--- config.mk ---
export PLATFORM = sky130hd
export DESIGN_NAME = coh_snoop_ctrl
export DESIGN_NICKNAME = d
export VERILOG_FILES = /design/src/rtl/coh_pkg.sv /design/src/rtl/coh_tag_array.sv /design/src/rtl/coh_snoop_unit.sv /design/src/rtl/coh_req_fsm.sv /design/src/rtl/coh_snoop_ctrl.sv
export SDC_FILE = /design/constraint.sdc
export NUM_CORES = 1
export LEC_CHECK = 0
export ABC_AREA = 1
export CAP_MARGIN = 20
export CORE_MARGIN = 2
export CORE_UTILIZATION = 47
export CTS_BUF_LIST = sky130_fd_sc_hd__clkbuf_16
export DETAILED_ROUTE_END_ITERATION = 12
export GPL_ROUTABILITY_DRIVEN = 0
export PLACE_DENSITY = 0.67
export SETUP_SLACK_MARGIN = 0.15
export SYNTH_ARGS = -nofsm -noshare
export SYNTH_HDL_FRONTEND = slang
export SYNTH_SLANG_ARGS = --single-unit
--- constraint.sdc ---
create_clock -name clk -period 4.8 [get_ports clk]
set_clock_uncertainty 0.2 [all_clocks]
set_input_delay 0.96 -clock clk [delete_from_list [all_inputs] [get_ports clk]]
set_output_delay 0.96 -clock clk [all_outputs]
set_load 0.005 [all_outputs]
--- src/rtl/coh_pkg.sv ---
package coh_pkg;

   typedef enum logic [1:0] {
      LS_INV    = 2'd0,
      LS_CLEAN  = 2'd1,
      LS_OWN_SH = 2'd2,
      LS_OWN_EX = 2'd3
   } line_st_e;

   typedef enum logic [1:0] {
      BC_RDMISS = 2'd0,
      BC_WRMISS = 2'd1,
      BC_KILL   = 2'd2,
      BC_WBACK  = 2'd3
   } bus_cmd_e;

   function automatic logic is_owner(line_st_e s);
      return (s == LS_OWN_SH) || (s == LS_OWN_EX);
   endfunction

endpackage

--- src/rtl/coh_tag_array.sv ---
module coh_tag_array
   import coh_pkg::*;
#(
   parameter int TAG_W = 7,
   parameter int IDX_W = 3
) (
   input  logic             clk,
   input  logic             rst_n,
   input  logic [IDX_W-1:0] ra_idx,
   output logic [TAG_W-1:0] ra_tag,
   output line_st_e         ra_st,
   input  logic [IDX_W-1:0] rb_idx,
   output logic [TAG_W-1:0] rb_tag,
   output line_st_e         rb_st,
   input  logic             wr_en,
   input  logic [IDX_W-1:0] wr_idx,
   input  line_st_e         wr_st,
   input  logic             wr_tag_en,
   input  logic [TAG_W-1:0] wr_tag
);

   localparam int LINES = 1 << IDX_W;

   logic [LINES*2-1:0]     st_flat;
   logic [LINES*TAG_W-1:0] tag_flat;

   for (genvar i = 0; i < LINES; i++) begin : g_line
      line_st_e         st_r;
      logic [TAG_W-1:0] tag_r;
      logic             sel;

      assign sel = wr_en && (wr_idx == IDX_W'(i));

      always_ff @(posedge clk or negedge rst_n) begin
         if (!rst_n) begin
            st_r  <= LS_INV;
            tag_r <= '0;
         end else if (sel) begin
            st_r <= wr_st;
            if (wr_tag_en) tag_r <= wr_tag;
         end
      end

      assign st_flat[i*2 +: 2]          = st_r;
      assign tag_flat[i*TAG_W +: TAG_W] = tag_r;
   end

   assign ra_st  = line_st_e'(st_flat[{ra_idx, 1'b0} +: 2]);
   assign ra_tag = tag_flat[ra_idx*TAG_W +: TAG_W];
   assign rb_st  = line_st_e'(st_flat[{rb_idx, 1'b0} +: 2]);
   assign rb_tag = tag_flat[rb_idx*TAG_W +: TAG_W];

endmodule

--- src/rtl/coh_snoop_unit.sv ---
module coh_snoop_unit
   import coh_pkg::*;
#(
   parameter int TAG_W = 7
) (
   input  logic             snp_valid,
   input  bus_cmd_e         snp_cmd,
   input  logic [TAG_W-1:0] snp_tag,
   input  logic [TAG_W-1:0] slot_tag,
   input  line_st_e         slot_st,
   output logic             hit,
   output logic             supply,
   output logic             upd_en,
   output line_st_e         upd_st
);

   logic owned;

   assign hit   = snp_valid && (slot_st != LS_INV) && (slot_tag == snp_tag);
   assign owned = is_owner(slot_st);

   always_comb begin
      supply = 1'b0;
      upd_en = 1'b0;
      upd_st = slot_st;
      if (hit) begin
         unique case (snp_cmd)
            BC_RDMISS: begin
               supply = owned;
               upd_en = (slot_st == LS_OWN_EX);
               upd_st = LS_OWN_SH;
            end
            BC_WRMISS: begin
               supply = owned;
               upd_en = 1'b1;
               upd_st = LS_INV;
            end
            BC_KILL: begin
               upd_en = 1'b1;
               upd_st = LS_INV;
            end
            default: begin
               upd_en = 1'b0;
            end
         endcase
      end
   end

endmodule

--- src/rtl/coh_req_fsm.sv ---
module coh_req_fsm
   import coh_pkg::*;
#(
   parameter int TAG_W = 7,
   parameter int IDX_W = 3
) (
   input  logic                   clk,
   input  logic                   rst_n,
   input  logic                   cpu_req,
   input  logic                   cpu_we,
   input  logic [TAG_W-1:0]       cpu_tag,
   input  logic [IDX_W-1:0]       cpu_idx,
   input  logic [TAG_W-1:0]       lk_tag,
   input  line_st_e               lk_st,
   input  logic                   snp_valid,
   input  logic                   snp_slot_hit,
   input  logic                   bus_gnt,
   output logic                   bus_req,
   output logic                   bus_out_valid,
   output bus_cmd_e               bus_out_cmd,
   output logic [TAG_W+IDX_W-1:0] bus_out_blk,
   output logic                   cpu_done,
   output logic                   upd_en,
   output line_st_e               upd_st,
   output logic                   upd_tag_en
);

   typedef enum logic [2:0] {
      F_IDLE  = 3'd0,
      F_WBACK = 3'd1,
      F_FETCH = 3'd2,
      F_UPGR  = 3'd3,
      F_DONE  = 3'd4
   } fsm_e;

   fsm_e state_q, state_d;
   logic hit, issue;

   assign hit   = (lk_st != LS_INV) && (lk_tag == cpu_tag);
   assign issue = bus_req && bus_gnt && !snp_valid;

   always_comb begin
      bus_req     = 1'b0;
      bus_out_cmd = BC_RDMISS;
      bus_out_blk = {cpu_tag, cpu_idx};
      upd_en      = 1'b0;
      upd_st      = LS_INV;
      upd_tag_en  = 1'b0;
      unique case (state_q)
         F_WBACK: begin
            bus_req     = 1'b1;
            bus_out_cmd = BC_WBACK;
            bus_out_blk = {lk_tag, cpu_idx};
            upd_en      = issue;
            upd_st      = LS_INV;
         end
         F_FETCH: begin
            bus_req     = 1'b1;
            bus_out_cmd = cpu_we ? BC_WRMISS : BC_RDMISS;
            upd_en      = issue;
            upd_st      = cpu_we ? LS_OWN_EX : LS_CLEAN;
            upd_tag_en  = 1'b1;
         end
         F_UPGR: begin
            bus_req     = 1'b1;
            bus_out_cmd = BC_KILL;
            upd_en      = issue;
            upd_st      = LS_OWN_EX;
         end
         default: begin
            bus_req = 1'b0;
         end
      endcase
   end

   assign bus_out_valid = issue;
   assign cpu_done      = (state_q == F_DONE);

   always_comb begin
      state_d = state_q;
      unique case (state_q)
         F_IDLE: begin
            if (cpu_req && !snp_slot_hit) begin
               if (hit && (!cpu_we || lk_st == LS_OWN_EX)) state_d = F_DONE;
               else if (hit)                               state_d = F_UPGR;
               else if (is_owner(lk_st))                   state_d = F_WBACK;
               else                                        state_d = F_FETCH;
            end
         end
         F_WBACK, F_FETCH, F_UPGR: begin
            if (snp_slot_hit)                  state_d = F_IDLE;
            else if (issue && state_q == F_WBACK) state_d = F_FETCH;
            else if (issue)                    state_d = F_DONE;
         end
         default: state_d = F_IDLE;
      endcase
   end

   always_ff @(posedge clk or negedge rst_n) begin
      if (!rst_n) state_q <= F_IDLE;
      else        state_q <= state_d;
   end

endmodule

--- src/rtl/coh_snoop_ctrl.sv ---
module coh_snoop_ctrl
   import coh_pkg::*;
#(
   parameter  int TAG_W = 7,
   parameter  int IDX_W = 3,
   localparam int BLK_W = TAG_W + IDX_W
) (
   input  logic             clk,
   input  logic             rst_n,
   input  logic             cpu_req,
   input  logic             cpu_we,
   input  logic [BLK_W-1:0] cpu_blk,
   output logic             cpu_done,
   output logic             bus_req,
   input  logic             bus_gnt,
   output logic             bus_out_valid,
   output logic [1:0]       bus_out_cmd,
   output logic [BLK_W-1:0] bus_out_blk,
   input  logic             snp_valid,
   input  logic [1:0]       snp_cmd,
   input  logic [BLK_W-1:0] snp_blk,
   output logic             snp_supply
);

   if (TAG_W < 1) begin : g_bad_tag
      $error("coh_snoop_ctrl: TAG_W must be at least 1");
   end
   if (IDX_W < 1 || IDX_W > 10) begin : g_bad_idx
      $error("coh_snoop_ctrl: IDX_W must lie in 1..10");
   end

   logic [TAG_W-1:0] cpu_tag, snp_tag, lk_tag, sl_tag;
   logic [IDX_W-1:0] cpu_idx, snp_idx;
   line_st_e         lk_st, sl_st;

   assign cpu_tag = cpu_blk[BLK_W-1:IDX_W];
   assign cpu_idx = cpu_blk[IDX_W-1:0];
   assign snp_tag = snp_blk[BLK_W-1:IDX_W];
   assign snp_idx = snp_blk[IDX_W-1:0];

   logic     sn_hit, sn_upd_en;
   line_st_e sn_upd_st;
   logic     fs_upd_en, fs_tag_en;
   line_st_e fs_upd_st;
   bus_cmd_e fs_cmd;

   logic             wr_en, wr_tag_en;
   logic [IDX_W-1:0] wr_idx;
   line_st_e         wr_st;

   // Snoop updates win the single write port; the request FSM only
   // writes when it issues, which it never does beside a snoop.
   assign wr_en     = sn_upd_en || fs_upd_en;
   assign wr_idx    = sn_upd_en ? snp_idx   : cpu_idx;
   assign wr_st     = sn_upd_en ? sn_upd_st : fs_upd_st;
   assign wr_tag_en = !sn_upd_en && fs_tag_en;

   coh_tag_array #(.TAG_W(TAG_W), .IDX_W(IDX_W)) u_tags (
      .clk       (clk),
      .rst_n     (rst_n),
      .ra_idx    (cpu_idx),
      .ra_tag    (lk_tag),
      .ra_st     (lk_st),
      .rb_idx    (snp_idx),
      .rb_tag    (sl_tag),
      .rb_st     (sl_st),
      .wr_en     (wr_en),
      .wr_idx    (wr_idx),
      .wr_st     (wr_st),
      .wr_tag_en (wr_tag_en),
      .wr_tag    (cpu_tag)
   );

   coh_snoop_unit #(.TAG_W(TAG_W)) u_snoop (
      .snp_valid (snp_valid),
      .snp_cmd   (bus_cmd_e'(snp_cmd)),
      .snp_tag   (snp_tag),
      .slot_tag  (sl_tag),
      .slot_st   (sl_st),
      .hit       (sn_hit),
      .supply    (snp_supply),
      .upd_en    (sn_upd_en),
      .upd_st    (sn_upd_st)
   );

   coh_req_fsm #(.TAG_W(TAG_W), .IDX_W(IDX_W)) u_fsm (
      .clk           (clk),
      .rst_n         (rst_n),
      .cpu_req       (cpu_req),
      .cpu_we        (cpu_we),
      .cpu_tag       (cpu_tag),
      .cpu_idx       (cpu_idx),
      .lk_tag        (lk_tag),
      .lk_st         (lk_st),
      .snp_valid     (snp_valid),
      .snp_slot_hit  (sn_hit && (snp_idx == cpu_idx)),
      .bus_gnt       (bus_gnt),
      .bus_req       (bus_req),
      .bus_out_valid (bus_out_valid),
      .bus_out_cmd   (fs_cmd),
      .bus_out_blk   (bus_out_blk),
      .cpu_done      (cpu_done),
      .upd_en        (fs_upd_en),
      .upd_st        (fs_upd_st),
      .upd_tag_en    (fs_tag_en)
   );

   assign bus_out_cmd = fs_cmd;

endmodule

=== Yosys cells after proc, flatten, opt, wreduce, memory -nomap -nowiden ===
Index checks and enable logic that the tools add are counted.

* Add/subtract/negate cells: 0
* $mul: 2
* Div/mod/pow operators: 0
* $lt $le $gt $ge: 0
* Equal/unequal tests: 22
* Shift operators: 4
* Muxes and demuxes: 24
* Bitwise operators: 0
* Reductions and logical operators: 43

{| class="wikitable"
|+ Operators by type and width
! cell !! count
|-
| 56-bit by 7-bit indexed part select with 7-bit output || 2
|-
| 16-bit by 5-bit indexed part select with 2-bit output || 2
|-
| 3-bit 2-to-1 mux || 7
|-
| 1-bit logical AND || 18
|-
| 2-bit AND reduction || 9
|-
| 3-bit equality test (second input constant) || 5
|-
| 7-bit equality test || 2
|-
| 3-bit by 2-bit equality test with 1-bit output (second input constant) || 4
|-
| 3-bit by 3-bit multiplier with 6-bit output (second input constant) || 2
|-
| 2-bit equality test (second input constant) || 5
|-
| 10-bit 2-to-1 mux || 1
|-
| 2-bit 2-to-1 mux || 4
|-
| 2-bit case mux with 2 select lines || 2
|-
| 1-bit 2-to-1 mux || 7
|-
| 3-bit by 1-bit equality test with 1-bit output (second input constant) || 2
|-
| 3-bit logical NOT || 2
|-
| 2-bit case mux with 3 select lines || 1
|-
| 3-bit case mux with 2 select lines || 1
|-
| 1-bit logical NOT || 4
|-
| 1-bit logical OR || 4
|-
| 4-bit by 1-bit inequality test with 1-bit output (second input constant) || 1
|-
| 2-bit nonzero test || 2
|-
| 2-bit OR reduction || 2
|-
| 3-bit equality test || 1
|-
| 5 further kinds || 5
|}

* Register bits: 75
* Latch bits: 0
* Bits in writable memories: 0
* Bits in read-only memories: 0
* Input bits: 28
* Output and inout bits: 16
* Logic and storage cells: 112
* Memories: 0

=== Longest topological paths before layout ===
Gate-level depths: netlist of the first run.

* Depth in word-level cells: 9
* Mapped depth: 20
* Gate-level depth less buffers: 17

=== Modules after synthesis ===
A second synthesis of the first run with hierarchy kept.

* Cell total of the unflattened synthesis: 896
* Area, all modules: 5,546.6 um^2

{| class="wikitable"
|+ Modules (own cells, without submodules)
! module !! times used !! cells an instance !! area each (um^2) !! seq. area each (um^2)
|-
| coh_tag_array || 1 || 667 || 4,448.0 || 1,801.7
|-
| coh_req_fsm || 1 || 113 || 564.3 || 75.1
|-
| coh_snoop_unit || 1 || 82 || 394.1 || 0.0
|-
| coh_snoop_ctrl || 1 || 34 || 140.1 || 0.0
|}

=== Worst setup path after synthesis of the first run ===
No wires, ideal clock.

* Kind: input-to-output
* From: in cpu_blk[1]
* To: out bus_out_blk[7]
* Data arrival time: 2.103 ns
* Required time: 3.640 ns
* Setup slack: 1.537 ns
* Stages on the path: 6
* Path buffers: 2
* Path through: clkbuf_1 -> buf_1 -> o21ai_0 -> o211ai_1 -> nand2_1 -> o21ai_0

* Cells in the longest elaborated chain, start to end: 3

{| class="wikitable"
|+ RTL lines
! element !! line !! RTL
|-
| from (decl) || coh_snoop_ctrl.sv:12 || <nowiki>input logic [BLK_W-1:0] cpu_blk,</nowiki>
|-
| 3-bit by 3-bit multiplier with 6-bit output || coh_tag_array.sv:49 || <nowiki>assign ra_tag = tag_flat[ra_idx*TAG_W +: TAG_W];</nowiki>
|-
| 56-bit by 7-bit indexed part select with 7-bit output || coh_tag_array.sv:49 ||
|-
| 10-bit 2-to-1 mux || coh_req_fsm.sv:49 || <nowiki>unique case (state_q)</nowiki>
|-
| to (decl) || coh_snoop_ctrl.sv:18 || <nowiki>output logic [BLK_W-1:0] bus_out_blk,</nowiki>
|}

No other way between the ends.

=== Worst setup path in the final report of the first run ===
* From: in snp_blk[1]
* To: out snp_supply

* Cells in the longest elaborated chain, start to end: 5
* Elaborated cells on any way between the ends: 12
* Those cells by class: mul: 1; eq/ne: 3; shift: 2; mux: 2; reduce/logical: 4

{| class="wikitable"
|+ RTL lines
! element !! line !! RTL
|-
| from (decl) || coh_snoop_ctrl.sv:21 || <nowiki>input logic [BLK_W-1:0] snp_blk,</nowiki>
|-
| 3-bit by 3-bit multiplier with 6-bit output / 16-bit by 5-bit indexed part select with 2-bit output (equally long branches) || coh_tag_array.sv:51, coh_tag_array.sv:50 ||
|-
| 56-bit by 7-bit indexed part select with 7-bit output (tied with other cells) || coh_tag_array.sv:51 || <nowiki>assign rb_tag = tag_flat[rb_idx*TAG_W +: TAG_W];</nowiki>
|-
| 7-bit equality test (tied with other cells) || coh_snoop_unit.sv:19 || <nowiki>assign hit = snp_valid && (slot_st != LS_INV) && (slot_tag == snp_tag);</nowiki>
|-
| 1-bit logical AND / 1-bit 2-to-1 mux (equally long branches) || coh_snoop_unit.sv:19, coh_snoop_unit.sv:27 ||
|-
| 1-bit 2-to-1 mux (*) || coh_snoop_unit.sv:26 || <nowiki>if (hit) begin</nowiki>
|-
| to (decl) || coh_snoop_ctrl.sv:22 || <nowiki>output logic snp_supply</nowiki>
|}

Mark *: on every way between the ends. The rest lies on a longest branch, timed or not.

==> impl_metrics.json, run 1 <==
{
  "outcome": "finished clean",
  "grt_usage_pct": 29.32,
  "wire_per_inst_um": 17.50,
  "rsz0062_at_grt": "no",
  "power.share.clock_pct": 28.0,
  "cp_num_buf_inv": 3,
  "antenna_found_initial": 0,
  "final_hold_viol_count": 0,
  "p_leak_nw": 3.134,
  "cts_post_setup_buffers_inserted": 0,
  "crit_family": "buffers and inverters",
  "p_per_area_nw_per_um2": 363.8,
  "hp-class": "reg -> reg",
  "grt_max_degree": 76,
  "layout_min_cycle_time_ps": 4484,
  "synth_cell_type_count": 31,
  "power_mw": 2.258,
  "core_region_area_um2": 11320,
  "chipWidth_um": 111.1,
  "dr.pass1.iters": 5,
  "place_area_um2": 5911,
  "avgSynthCellArea_um2": 6.421,
  "cts.sinks": 75,
  "area_delta_synth_final_pct": 15.08,
  "start_util_pct": 47.65,
  "portBuffers": 43,
  "fmaxAchievable_mhz": 223.0,
  "drive_gt1_share_pct": 7.020,
  "drt-initial-drc-count": 667,
  "wl_um": 17720,
  "critPathCaptureType": "primary output",
  "htreeDepth": 3,
  "drc_errors": 0,
  "cp_slowest_stage_delay_ps": 550,
  "async_flop_share_pct": 100.0,
  "slew_headroom_pct": 34.22,
  "clock_path_buffers": 2,
  "crit_type": "in -> out",
  "cts_buffers": 9,
  "final_cell_area_um2": 6207,
  "final_common_cell": "nand2_1",
  "ir_drop_v": 0.0001872,
  "path_cells": "clkdlybuf4s50_1 > inv_2 > nand3_1 > nand3_1 > nand2_1 > nand2_1 > nand2_1 > nor2_1 > nand2_1 > nor3_1 > clkdlybuf4s50_1",
  "grt_pass1_vias": 5467,
  "cp_max_fo": 16,
  "tns_ps": 0,
  "setup_viol": 0,
  "tightest_slew_ps": 986.7,
  "final_max_slew_viol_count": 0,
  "maxCapViolations": 0,
  "tritoncts": "built",
  "syn_inst": 840,
  "seq_power_share_pct": 37.8,
  "ys_warn_count": 0,
  "num_rows": 39,
  "p_sw_mw": 0.8618,
  "ant_nets": 0,
  "swShare_pct": 38.16,
  "dp_hpwl_um": 12240,
  "root_buffer": "clkbuf_16",
  "overflow": 0,
  "syn_nets": 871,
  "synth_edf_count": 0,
  "comb_power_share_pct": 34.2,
  "arrival_ps": 3320,
  "final_cell_mix": "nand2_1 (302), nand3_1 (145), dfrtp_1 (75)",
  "vias": 5744,
  "power.internal_mw": 1.397,
  "clk_pin_slew_ps": 50,
  "post-route-period-util_pct": 93.42,
  "synth_ff_type": "dfrtp_1",
  "diodes": 0,
  "yosysSeqAreaShare_pct": 34.79,
  "final_nets": 896,
  "multi_input_area_um2": 2929,
  "slowest_stage": "clkdlybuf4s50_1",
  "via_per_inst": 5.676,
  "cp.required_ps": 3640,
  "ff_latch_area_um2": 1877,
  "fillers": 1126,
  "ys_ff_latch": 75,
  "crit_top_cell": "nand2_1",
  "cp-start-kind": "input port",
  "clk_latency_ps": 350,
  "grt_first_pass_wirelength_um": 28420,
  "pin_count": 44,
  "fp.dieArea_um2": 12350,
  "die_y_um": 111.1,
  "syn_area_um2": 5394
}
## flip-flops by register name, indices dropped and copies added, names as in the netlist
name and count:
u_fsm.state_q 3, u_tags.g_line.st_r 16, u_tags.g_line.tag_r 56
## synth_stat cells, types with 4 or more instances
| cell type | instances | area, µm² |
|---|---|---|
| nor2_1 | 54 | 202.7 |
| buf_2 | 13 | 65.06 |
| nand2_2 | 4 | 25.02 |
| nand3_2 | 4 | 40.04 |
| o21ai_0 | 57 | 285.3 |
| buf_6 | 5 | 56.30 |
| o21ai_1 | 7 | 35.03 |
| a21oi_1 | 25 | 125.1 |
| nand2_1 | 302 | 1134 |
| inv_1 | 70 | 262.8 |
| dfrtp_1 | 75 | 1877 |
| buf_4 | 14 | 105.1 |
| nand4_1 | 8 | 50.05 |
| nand3_1 | 145 | 725.7 |
| xor2_1 | 5 | 43.79 |
| clkbuf_1 | 17 | 63.81 |
| o211ai_1 | 7 | 52.55 |
## cell families (layout without fill, tap and decap cells)
kind of cell,count (synthesis),in the layout,share of synthesized area (%)
AO/OA/AOI/OAI,97,97,9.534
XOR/XNOR,5,5,0.8118
adder cells (fa/ha/maj),3,3,0.6960
buffers and inverters,127,156,10.90
flip-flops,75,75,34.79
AND/OR/NAND/NOR,533,533,43.26
## area by class of cell
class                   count  area share (%)
inverters                  76           4.676
clock inverters             6          0.7055
repair buffers             65           10.68
multi-input cells         638           47.19
clock buffers               9           3.628
flip-flops and latches     75           30.24
well taps                 143           2.882
## timing repair
| item | 4_1_cts | 5_1_grt |
|---|---|---|
| gates resized for setup | 0 | 1 |
| hold buffers | 0 | 0 |
| setup endpoints to repair | 0 | 1 |
## per-layer routing
layer  share of wire [%]  wire length [µm]  vias to the layer above  global-route usage [%]
met3                 8.6              1530                       67                   5.467
met5                   0                 0                        -                       0
met2                  45              7969                      288                   44.17
met4                 5.1               906                        0                   18.77
met1                  41              7309                     2645                   38.77
li1                    -                 -                     2744                       -
## power by group through the flow
stage	Clock, mW	Sequential, mW	Combinational [mW]
final	0.632	0.855	0.771
after CTS	0.642	0.853	0.762
after global routing	0.663	0.872	0.863
after detailed placement	0	0.863	0.759
after floorplan	0	0.832	0.510
after global placement	0	0.857	0.740
## worst reg2reg max path, delay by kind of cell, from the launching register on
kind          cells  cell delay, ps
flops             1             400
simple gates     15            2000
## final timing paths
check                           cells after the start                         to  slack, ps                      start
min in group asynchronous                           1   u_tags.g_line[1].st_r[1]        580                      rst_n
worst min register to register                      2  u_tags.g_line[5].tag_r[2]        280  u_tags.g_line[5].tag_r[2]
max in group asynchronous                           1  u_tags.g_line[3].tag_r[0]       3190                      rst_n
worst max register to register                     15  u_tags.g_line[6].tag_r[1]       2090  u_tags.g_line[0].tag_r[4]
worst max-delay path                               11                 snp_supply        320                 snp_blk[1]
worst min-delay path                                2  u_tags.g_line[5].tag_r[2]        280  u_tags.g_line[5].tag_r[2]
## per-stage QoR
step | setup WS, ps | hold slack (ps) | std cells | utilization, %
finish | 315.7 | 281.7 | 1012 | 54.83
global route | 188.4 | 306.4 | 1012 | 54.83
CTS | 302.4 | 278.1 | 1011 | 54.59
detailed placement | 303.9 | 263.5 | 996 | 52.21
global placement | 256.9 | 256.6 | 996 | 52.21
floorplan | 1537 | 241.9 | 840 | -
No activity file was read; power rests on OpenSTA's default activity.
==> run 2, diff against run 1 <==
--- a/config.mk
+++ b/config.mk
@@ -12,7 +12,7 @@
 export CTS_BUF_LIST = sky130_fd_sc_hd__clkbuf_16
 export DETAILED_ROUTE_END_ITERATION = 12
 export GPL_ROUTABILITY_DRIVEN = 0
-export PLACE_DENSITY = 0.67
+export PLACE_DENSITY = 0.69
 export SETUP_SLACK_MARGIN = 0.15
 export SYNTH_ARGS = -nofsm -noshare
 export SYNTH_HDL_FRONTEND = slang
==> constraint.sdc (replaced) <==
create_clock -name clk -period 3.84 [get_ports clk]
set_clock_uncertainty 0.2 [all_clocks]
set_input_delay 0.768 -clock clk [delete_from_list [all_inputs] [get_ports clk]]
set_output_delay 0.768 -clock clk [all_outputs]
set_load 0.005 [all_outputs]
==> impl_metrics.json, run 2 (synthesis results as in run 1) <==
{
  "outcome": "finished clean",
  "drc_errors": 0,
  "via_per_inst": 5.589,
  "fmaxAchievable_mhz": 275.7,
  "cts_buffers": 9,
  "wire_per_inst_um": 16.93,
  "top_usage_layer": "met2",
  "grt_pass1_vias": 5650,
  "final_cell_mix": "nand2_1 (302), nand3_1 (143), dfrtp_1 (75)",
  "crit_family": "buffers and inverters",
  "top_register": "u_tags.g_line.tag_r",
  "cp_max_fo": 9,
  "tritoncts": "built",
  "clk_latency_ps": 350,
  "post-route-period-util_pct": 94.45,
  "overflow": 0,
  "p_per_area_nw_per_um2": 459.1,
  "use_met3_pct": 5.413,
  "use_met1_pct": 41.31,
  "final_max_slew_viol_count": 0,
  "slew_headroom_pct": 34.60,
  "path_cells": "clkdlybuf4s50_1 > clkinvlp_4 > o211ai_1 > nand2_1 > o21ai_0 > clkdlybuf4s50_1",
  "use_met2_pct": 45.32,
  "hp-class": "reg -> reg",
  "area_delta_synth_final_pct": 22.87,
  "grt_max_degree": 76,
  "setup_ws_ps": 213.1,
  "whs_ps": 272.9,
  "wl_um": 17860,
  "final_common_cell": "nand2_1",
  "final_hold_viol_count": 0,
  "arrival_ps": 2660,
  "tightest_slew_ps": 981.0,
  "tns_ps": 0,
  "pin_count": 44,
  "largest_reg_flops": 56,
  "holdBufCountCts": 0,
  "chipWidth_um": 111.1,
  "portBuffers": 43,
  "cp_num_buf_inv": 3,
  "antenna_found_initial": 0,
  "finalNonFillerCells": 1055,
  "clock_path_buffers": 2,
  "fp.dieArea_um2": 12350,
  "clk_pin_slew_ps": 60,
  "drive_gt1_share_pct": 12.17,
  "grt_first_pass_wirelength_um": 28850,
  "largestRegisters": "u_tags.g_line.tag_r x56, u_tags.g_line.st_r x16, u_fsm.state_q x3",
  "root_buffer": "clkbuf_16",
  "num_rows": 39,
  "rsz0062_at_grt": "yes",
  "cp.required_ps": 2870,
  "ant_nets": 0,
  "diodes": 0,
  "start_util_pct": 47.65,
  "p_leak_nw": 3.365,
  "cp_slowest_stage_delay_ps": 560,
  "dp_hpwl_um": 13240,
  "crit_top_cell": "clkdlybuf4s50_1",
  "place_inst": 1037,
  "critPathCaptureType": "primary output",
  "layout_min_cycle_time_ps": 3627,
  "final_nets": 938,
  "crit_type": "in -> out",
  "htreeDepth": 3,
  "cp-start-kind": "input port",
  "core_region_area_um2": 11320,
  "drt-initial-drc-count": 790,
  "postLayoutCoreUtil_pct": 58.54,
  "dp_slack_ps": -115.7,
  "power_mw": 3.043,
  "dr.pass1.iters": 6,
  "final_cell_area_um2": 6628,
  "place_area_um2": 6243,
  "grt_usage_pct": 29.48,
  "vias": 5896,
  "die_y_um": 111.1,
  "ir_drop_v": 0.0002476,
  "maxCapViolations": 0,
  "cts.sinks": 75,
  "slowest_stage": "clkdlybuf4s50_1",
  "setup_viol": 0
}
==> run 2: cell types whose count changed in the layout (fill, tap and decap cells not counted), sizes merged <==
cell	delta
buf	+42
clkinv	-3
clkinvlp	+3
bufinv	+2
clkdlybuf4s50	-2
clkbuf	+1
dlygate4sd2	+1
inv	-1
==> run 2: final cells by class <==
type / instances / area [µm²]
clock inverters: 7 / 92.59
inverters: 76 / 300.3
multi-input cells: 638 / 2949
well taps: 143 / 178.9
fillers: 1066 / 4693
clock buffers: 9 / 225.2
flip-flops and latches: 75 / 1877
repair buffers: 107 / 1005
==> run 2: path summary, 6_finish.rpt <==
check                                     startpoint                        end  slack (ps)  cells past startpoint
max in group asynchronous                      rst_n   u_tags.g_line[6].st_r[0]        2430                      1
max                                       cpu_blk[2]             bus_out_blk[4]         210                      6
min                        u_tags.g_line[1].tag_r[6]  u_tags.g_line[1].tag_r[6]         270                      2
min reg2reg                u_tags.g_line[1].tag_r[6]  u_tags.g_line[1].tag_r[6]         270                      2
min in group asynchronous                      rst_n  u_tags.g_line[2].tag_r[1]         380                      1
max reg2reg                u_tags.g_line[1].tag_r[0]  u_tags.g_line[6].tag_r[4]        1020                     18
==> run 2: layer usage <==
| layer | part of all wire, % | vias to the layer above |
|---|---|---|
| met2 | 44 | 346 |
| met1 | 43 | 2674 |
| li1 | - | 2828 |
| met3 | 10 | 48 |
| met4 | 3.0 | 0 |
| met5 | 0 | - |
==> run 2: repair_timing <==
action,in CTS,in global routing
buffers inserted,0,1
resized for setup,5,12
cloned,0,1
setup endpoints to repair,7,45
pin swaps,1,0
==> run 2: power by group <==
| group | switching [mW] | internal (mW) | total [mW] |
|---|---|---|---|
| clock | 0.361 | 0.567 | 0.928 |
| sequential | 0.124 | 0.956 | 1.08 |
| combinational | 0.634 | 0.401 | 1.04 |
==> run 2: tightest hold or removal path: stages, from the launching register on <==
cell and delay [ps]:
dfrtp_1 340, nand2_1 50, nand2_1 40
